===== src/rtl/edo_seq_pkg.sv =====
package edo_seq_pkg;

   typedef enum logic [2:0] {
      ST_PRE   = 3'd0,
      ST_IDLE  = 3'd1,
      ST_RSET  = 3'd2,
      ST_RAS   = 3'd3,
      ST_COL   = 3'd4,
      ST_CAS   = 3'd5,
      ST_CASHI = 3'd6,
      ST_OPEN  = 3'd7
   } edo_state_e;

   // whole clocks covering a time in ps, never below one
   function automatic int unsigned clk_count(input int unsigned t_ps, input int unsigned clk_ps);
      int unsigned n;
      n = (t_ps + clk_ps - 1) / clk_ps;
      return (n < 1) ? 1 : n;
   endfunction

   function automatic int unsigned max2(input int unsigned a, input int unsigned b);
      return (a > b) ? a : b;
   endfunction

endpackage


===== src/rtl/edo_age_ctr.sv =====
module edo_age_ctr #(
   parameter int W = 4
) (
   input  logic         clk,
   input  logic         rst_n,
   input  logic         clr,
   output logic [W-1:0] age
);
   // clocks since the last clear, saturating at all ones
   always_ff @(posedge clk) begin
      if (!rst_n)         age <= '0;
      else if (clr)       age <= '0;
      else if (age != '1) age <= age + 1'b1;
   end
endmodule


===== src/rtl/edo_addr_mux.sv =====
module edo_addr_mux #(
   parameter int ROW_W = 12,
   parameter int COL_W = 12,
   parameter int PIN_W = 12
) (
   input  logic [ROW_W-1:0] row,
   input  logic [COL_W-1:0] col,
   input  logic             sel_col,
   output logic [PIN_W-1:0] pins
);
   logic [PIN_W-1:0] row_p, col_p;

   if (ROW_W == PIN_W) begin : g_row_full
      assign row_p = row;
   end else begin : g_row_pad
      assign row_p = {{(PIN_W-ROW_W){1'b0}}, row};
   end

   if (COL_W == PIN_W) begin : g_col_full
      assign col_p = col;
   end else begin : g_col_pad
      assign col_p = {{(PIN_W-COL_W){1'b0}}, col};
   end

   assign pins = sel_col ? col_p : row_p;
endmodule


===== src/rtl/edo_seq.sv =====
module edo_seq
   import edo_seq_pkg::*;
#(
   parameter int unsigned CLK_PS    = 10000,
   parameter int          ROW_W     = 12,
   parameter int          COL_W     = 12,
   parameter int          PIN_W     = 12,
   parameter int          DQ_W      = 4,
   parameter int unsigned T_RAS_PS  = 50000,
   parameter int unsigned T_RP_PS   = 30000,
   parameter int unsigned T_CP_PS   = 10000,
   parameter int unsigned T_RCD_PS  = 15000,
   parameter int unsigned T_RAC_PS  = 50000,
   parameter int unsigned T_CAC_PS  = 13000,
   parameter int unsigned T_AA_PS   = 25000,
   parameter int unsigned T_WP_PS   = 10000
) (
   input  logic                   clk,
   input  logic                   rst_n,
   input  logic                   req,
   input  logic                   req_we,
   input  logic [ROW_W+COL_W-1:0] req_addr,
   input  logic [DQ_W-1:0]        req_wdata,
   input  logic                   ref_grant,
   output logic                   ack,
   output logic                   rd_valid,
   output logic [DQ_W-1:0]        rd_data,
   output logic                   dram_ras_n,
   output logic                   dram_cas_n,
   output logic                   dram_we_n,
   output logic                   dram_oe_n,
   output logic [PIN_W-1:0]       dram_addr,
   output logic [DQ_W-1:0]        dram_dq_out,
   output logic                   dram_dq_oe,
   input  logic [DQ_W-1:0]        dram_dq_in
);
   localparam int ADDR_W = ROW_W + COL_W;
   localparam int unsigned N_RAS = clk_count(T_RAS_PS, CLK_PS);
   localparam int unsigned N_RP  = clk_count(T_RP_PS,  CLK_PS);
   localparam int unsigned N_CP  = clk_count(T_CP_PS,  CLK_PS);
   localparam int unsigned N_RCD = clk_count(T_RCD_PS, CLK_PS);
   localparam int unsigned N_RAC = clk_count(T_RAC_PS, CLK_PS);
   localparam int unsigned N_CAC = clk_count(T_CAC_PS, CLK_PS);
   localparam int unsigned N_AA  = clk_count(T_AA_PS,  CLK_PS);
   localparam int unsigned N_WP  = clk_count(T_WP_PS,  CLK_PS);
   localparam int unsigned N_MAX = max2(max2(max2(N_RAS, N_RP), max2(N_CP, N_RCD)),
                                        max2(max2(N_RAC, N_CAC), max2(N_AA, N_WP)));
   localparam int AGE_W = $clog2(N_MAX + 1) + 1;
   localparam int N_AGE = 4;
   localparam int A_ST  = 0;
   localparam int A_RAS = 1;
   localparam int A_COL = 2;
   localparam int A_CAS = 3;
   localparam logic [AGE_W:0] K_RAS = (AGE_W+1)'(N_RAS);
   localparam logic [AGE_W:0] K_RP  = (AGE_W+1)'(N_RP);
   localparam logic [AGE_W:0] K_CP  = (AGE_W+1)'(N_CP);
   localparam logic [AGE_W:0] K_RCD = (AGE_W+1)'(N_RCD);
   localparam logic [AGE_W:0] K_RAC = (AGE_W+1)'(N_RAC);
   localparam logic [AGE_W:0] K_CAC = (AGE_W+1)'(N_CAC);
   localparam logic [AGE_W:0] K_AA  = (AGE_W+1)'(N_AA);
   localparam logic [AGE_W:0] K_WP  = (AGE_W+1)'(N_WP);

   // elaboration-time parameter checks
   if (ROW_W > PIN_W || COL_W > PIN_W) begin : g_bad_pins
      $error("edo_seq: address pins narrower than row or column field");
   end
   if (DQ_W < 1) begin : g_bad_dq
      $error("edo_seq: data width must be at least one");
   end

   edo_state_e state, nxt;
   logic [ROW_W-1:0] open_row;
   logic [COL_W-1:0] cur_col;
   logic             cur_we;
   logic [ROW_W-1:0] req_row;
   logic [COL_W-1:0] req_col;
   logic [COL_W-1:0] col_src;
   logic [PIN_W-1:0] pin_d;
   logic             latch_new, we_nxt, addr_load, done;
   logic [N_AGE-1:0] age_clr;
   logic [AGE_W-1:0] age_v [N_AGE];
   logic [AGE_W:0]   age_el [N_AGE];

   assign req_row = req_addr[ADDR_W-1 -: ROW_W];
   assign req_col = req_addr[COL_W-1:0];

   // elapsed clocks at the coming edge, one counter per timed event
   for (genvar i = 0; i < N_AGE; i++) begin : g_age
      edo_age_ctr #(.W(AGE_W)) u_age (
         .clk   (clk),
         .rst_n (rst_n),
         .clr   (age_clr[i]),
         .age   (age_v[i])
      );
      assign age_el[i] = {1'b0, age_v[i]} + 1'b1;
   end

   assign done = cur_we ? (age_el[A_CAS] >= K_WP)
                        : ((age_el[A_CAS] >= K_CAC) && (age_el[A_RAS] >= K_RAC) &&
                           (age_el[A_COL] >= K_AA));

   always_comb begin
      nxt = state;
      unique case (state)
         ST_PRE:   if (age_el[A_ST] >= K_RP)  nxt = ST_IDLE;
         ST_IDLE:  if (req && !ref_grant)     nxt = ST_RSET;
         ST_RSET:                             nxt = ST_RAS;
         ST_RAS:   if (age_el[A_ST] >= K_RCD) nxt = ST_COL;
         ST_COL:                              nxt = ST_CAS;
         ST_CAS:   if (done)                  nxt = ST_CASHI;
         ST_CASHI: if (age_el[A_ST] >= K_CP)  nxt = ST_OPEN;
         ST_OPEN: begin
            if (ref_grant || (req && (req_row != open_row))) begin
               if (age_el[A_RAS] >= K_RAS) nxt = ST_PRE;
            end else if (req) begin
               nxt = ST_COL;
            end
         end
         default: nxt = ST_PRE;
      endcase
   end

   assign latch_new = ((state == ST_IDLE) && (nxt == ST_RSET)) ||
                      ((state == ST_OPEN) && (nxt == ST_COL));
   assign we_nxt    = latch_new ? req_we : cur_we;
   assign addr_load = ((state == ST_IDLE) && (nxt == ST_RSET)) ||
                      ((nxt == ST_COL) && (state != ST_COL));
   assign col_src   = (state == ST_OPEN) ? req_col : cur_col;

   assign age_clr[A_ST]  = (nxt != state);
   assign age_clr[A_RAS] = (nxt == ST_RAS) && (state != ST_RAS);
   assign age_clr[A_COL] = (nxt == ST_COL) && (state != ST_COL);
   assign age_clr[A_CAS] = (nxt == ST_CAS) && (state != ST_CAS);

   edo_addr_mux #(.ROW_W(ROW_W), .COL_W(COL_W), .PIN_W(PIN_W)) u_mux (
      .row     (req_row),
      .col     (col_src),
      .sel_col (nxt == ST_COL),
      .pins    (pin_d)
   );

   always_ff @(posedge clk) begin
      if (!rst_n) begin
         state       <= ST_PRE;
         open_row    <= '0;
         cur_col     <= '0;
         cur_we      <= 1'b0;
         ack         <= 1'b0;
         rd_valid    <= 1'b0;
         rd_data     <= '0;
         dram_ras_n  <= 1'b1;
         dram_cas_n  <= 1'b1;
         dram_we_n   <= 1'b1;
         dram_oe_n   <= 1'b1;
         dram_addr   <= '0;
         dram_dq_out <= '0;
         dram_dq_oe  <= 1'b0;
      end else begin
         state <= nxt;
         if ((state == ST_IDLE) && (nxt == ST_RSET)) begin
            open_row <= req_row;
            cur_col  <= req_col;
         end
         if ((state == ST_OPEN) && (nxt == ST_COL)) cur_col <= req_col;
         if (latch_new) begin
            cur_we      <= req_we;
            dram_dq_out <= req_wdata;
         end
         if (addr_load) dram_addr <= pin_d;
         dram_ras_n <= (nxt == ST_PRE) || (nxt == ST_IDLE) || (nxt == ST_RSET);
         dram_cas_n <= (nxt != ST_CAS);
         dram_oe_n  <= !((nxt == ST_CAS) && !we_nxt);
         dram_we_n  <= !(((nxt == ST_COL) || (nxt == ST_CAS)) && we_nxt);
         dram_dq_oe <= ((nxt == ST_COL) || (nxt == ST_CAS)) && we_nxt;
         ack        <= (state == ST_CAS) && (nxt == ST_CASHI);
         rd_valid   <= (state == ST_CAS) && (nxt == ST_CASHI) && !cur_we;
         if ((state == ST_CAS) && (nxt == ST_CASHI) && !cur_we) rd_data <= dram_dq_in;
      end
   end
endmodule


===== config.mk =====
export PLATFORM = sky130hd
export DESIGN_NAME = edo_seq
export DESIGN_NICKNAME = d
export VERILOG_FILES = /design/src/rtl/edo_seq_pkg.sv /design/src/rtl/edo_age_ctr.sv /design/src/rtl/edo_addr_mux.sv /design/src/rtl/edo_seq.sv
export SDC_FILE = /design/constraint.sdc
export NUM_CORES = 1
export LEC_CHECK = 0
export CORE_AREA = 10 10 97 99
export CTS_CLUSTER_DIAMETER = 60
export DETAILED_ROUTE_END_ITERATION = 7
export DIE_AREA = 0 0 107 109
export PLACE_DENSITY = 0.74
export SKIP_CTS_REPAIR_TIMING = 1
export SYNTH_ARGS = -nofsm -noshare
export SYNTH_HDL_FRONTEND = slang
export SYNTH_SLANG_ARGS = --single-unit

===== constraint.sdc =====
create_clock -name clk -period 2.35 [get_ports clk]
set_clock_uncertainty 0.1 [all_clocks]
set_input_delay 0.47 -clock clk [delete_from_list [all_inputs] [get_ports clk]]
set_output_delay 0.47 -clock clk [all_outputs]
set_load 0.01 [all_outputs]

==> metrics <==
final setup margin=-0.02878 ns; Flop pwr share=36.9%; HPWL Detailed=6763 um; syn nets=440; fin util=65.91%; port buffer count=63; layout filler cell count=619; post-route antenna net violation count=0; Ant. Diodes=0; post-synthesis sequential area ratio=41.64%; Synth Area in Simple Gates=23.13%; Placer Congestion=0.8549; vias in the first global route=3,144; CP Capture Type=register; CTS tree=done; EDFF count, synth=0; top cell type's share of synthesized area=41.64%; post-synthesis mux area share=6.012%; Post-Synth XOR/XNOR Area=4.106%; failing checks=negative setup slack; Peak supply drop=0.0003603 V; Die Ht=109 um; Initial Util=45.35%; grt total ovfl=0; final setup vio count=4; DR iter-0 viols=155; initial antenna violation count=0; drt first pass iters=4; Placed Area=4344 sq um; Yosys top cell by area=dfxtp_1; Final min period=2.379 ns; Die Area=11,660 sq um; row count=32; H-tree depth=3; Final Net Count=534; max_cap viols=0; critical path type=reg -> reg; Pint=2590 uW; Tot GR Track Use=15.52%; Hold Fails Final Rpt=0; DR vias/cell=5.455; clk sinks=71; DRC Markers=0; compound-cell area share of the yosys netlist=17.56%; Mean Syn Cell Area=8.685 sq um; Via Count=3,235; Sw Share=33.16%; Final Cell Area=4961 sq um; wire per inst=16.48 um; P_leak=0.001963 uW; clk slew on worst S/H paths=0.07 ns; Fin Setup TNS=-0.06765 ns; dpl ws=-0.6070 ns; combinational power share=36.1%; number of synthesized register bits=71; CP Launch Type=register; Clk Latency, worst-skew pair=0.35 ns; CTS Root Cell=clkbuf_8; switching power=1285 uW; synth top area cells=dfxtp_1, nand2_1, a311oi_2; post-synthesis instance area=3413 sq um; final period utilization=101.2%; Slew Viols, Final=0; largest family of logic cells by synthesized area=simple AND/OR/NAND/NOR gates; layout cells sized above 1=25.66%; required time of the critical path=2.47 ns; Yosys cell types=53; Clock power frac=27.0%; Core ar.=7527 sq um; worst hold path type=reg -> reg; Slew HR=66.39%; Die X=107 um; unrepaired setup endpoints after global routing=yes; Layout area overhead=45.34%; fmax=420.4 MHz; maximum fanout along the worst path=5; pwr/cell area=780.9 nW/um^2; Synth Instances=393; status=finished, violations left; yosys warns=0; slew of the pin with the lowest slew margin=0.5035 ns; adder-cell share of the synthesized area=3.666%; total design power=3874 uW; largest net degree at the start of global routing=33; final WL=9774 um; Async SR Flop Fraction=0%; first-pass GRT wire length=14,680 um; number of buffers created by CTS=9; CP Data Arrival Time=2.50 ns; CTS max path bufs=2; I/O pin count=64; predominant post-synthesis flop cell=dfxtp_1
## cell usage after synthesis, types with 2 or more instances
master	count
nand3_1	26
dfxtp_1	71
xnor2_1	4
nor4_1	2
a311oi_2	10
mux2i_1	7
nand4_1	2
nor2b_1	2
nor3_1	17
xor2_1	12
a211oi_1	6
o21ai_0	4
nand2_1	65
mux2_2	12
nand3b_1	3
clkbuf_1	17
inv_1	9
a21oi_2	3
a31oi_1	3
a21oi_1	19
a311oi_1	3
nor4_2	3
nor3b_1	3
buf_2	4
o21ai_1	19
ha_1	10
and2_1	6
nor2_1	26
## power groups by stage
| stage | clock network (uW) | logic, uW | registers, uW |
|---|---|---|---|
| 2_1_floorplan | 0 | 638 | 1430 |
| 3_3_place_gp | 0 | 1080 | 1430 |
| 3_5_place_dp | 0 | 1100 | 1430 |
| 4_1_cts | 1070 | 1110 | 1410 |
| 5_1_grt | 1110 | 1510 | 1440 |
| 6_report | 1050 | 1400 | 1430 |
## cells in the final DEF (no fill, tap or decap), types with 12 or more instances in the layout
cell             count
buf_4               32
nand2_1             64
dfxtp_1             68
o21ai_1             17
dlymetal6s2s_1      12
nand3_1             22
mux2_2              12
a21oi_1             19
clkdlybuf4s50_1     51
nor3_1              12
nor2_1              25
## final timing paths
check / startpoint / to / slack, ns / cells after the start
setup / recovery: g_age[0].u_age.age[0]$_SDFFE_PP0P_ / dram_oe_n$_SDFF_PN1_ / -0.03 / 9
hold / removal: cur_col[7]$_SDFFE_PN0P_ / cur_col[7]$_SDFFE_PN0P_ / 0.36 / 2
hold reg to reg: cur_col[7]$_SDFFE_PN0P_ / cur_col[7]$_SDFFE_PN0P_ / 0.36 / 2
setup reg to reg: g_age[0].u_age.age[0]$_SDFFE_PP0P_ / dram_oe_n$_SDFF_PN1_ / -0.03 / 9
## state kept, by name, indices dropped and copies added, names as in the netlist
| register | count |
|---|---|
| g_age.u_age.age | 16 |
| state | 3 |
| ack | 1 |
| dram_we_n | 1 |
| rd_data | 4 |
| dram_ras_n | 1 |
| dram_addr | 12 |
| dram_dq_out | 4 |
| cur_we | 1 |
| open_row | 12 |
| dram_oe_n | 1 |
| dram_cas_n | 1 |
| dram_dq_oe | 1 |
| rd_valid | 1 |
| cur_col | 12 |
## worst max-delay path: stages (launching register included)
cell and delay [ns]:
dfxtp_2 0.33, buf_6 0.13, ha_2 0.18, or4_4 0.54, o22ai_4 0.17, a21oi_4 0.06, buf_6 0.13, a21oi_4 0.20
mux2i_4 0.31, nand4_1 0.10
## cells by family after synthesis
| family | after synthesis |
|---|---|
| muxes | 19 |
| DFF | 71 |
| adders and majority gates | 10 |
| AOI/OAI and AO/OA | 80 |
| and+or+nand+nor | 165 |
| buffers and inverters | 32 |
| xor gates and xnor gates | 16 |
## metrics by stage
stage                     cells  hold slack (ns)
after floorplan             393           0.3332
final                       593           0.3580
after CTS                   585           0.3589
after global placement      570           0.3401
after detailed placement    570           0.3483
after global routing        593           0.3837
## routing by layer
metal	up-vias	routed length [um]	part of all wire, %	track usage, %
met5	-	0	0	0
met4	0	229	2.3	8.027
met3	18	422	4.3	3.304
met2	83	4939	51	26.69
met1	1548	4184	43	17.87
li1	1586	-	-	-
## final cells by class
cell class              instances  area, sq um  area share [%]
multi-input cells             291         2113           42.60
flip-flops and latches         71         1425           28.73
repair buffers                104         1047           21.11
well taps                     102        127.6           2.573
clock buffers                   9        123.9           2.497
clock inverters                 6        86.33           1.740
inverters                      10        37.54          0.7566
Note: power is estimated with default switching activity, not from simulation.
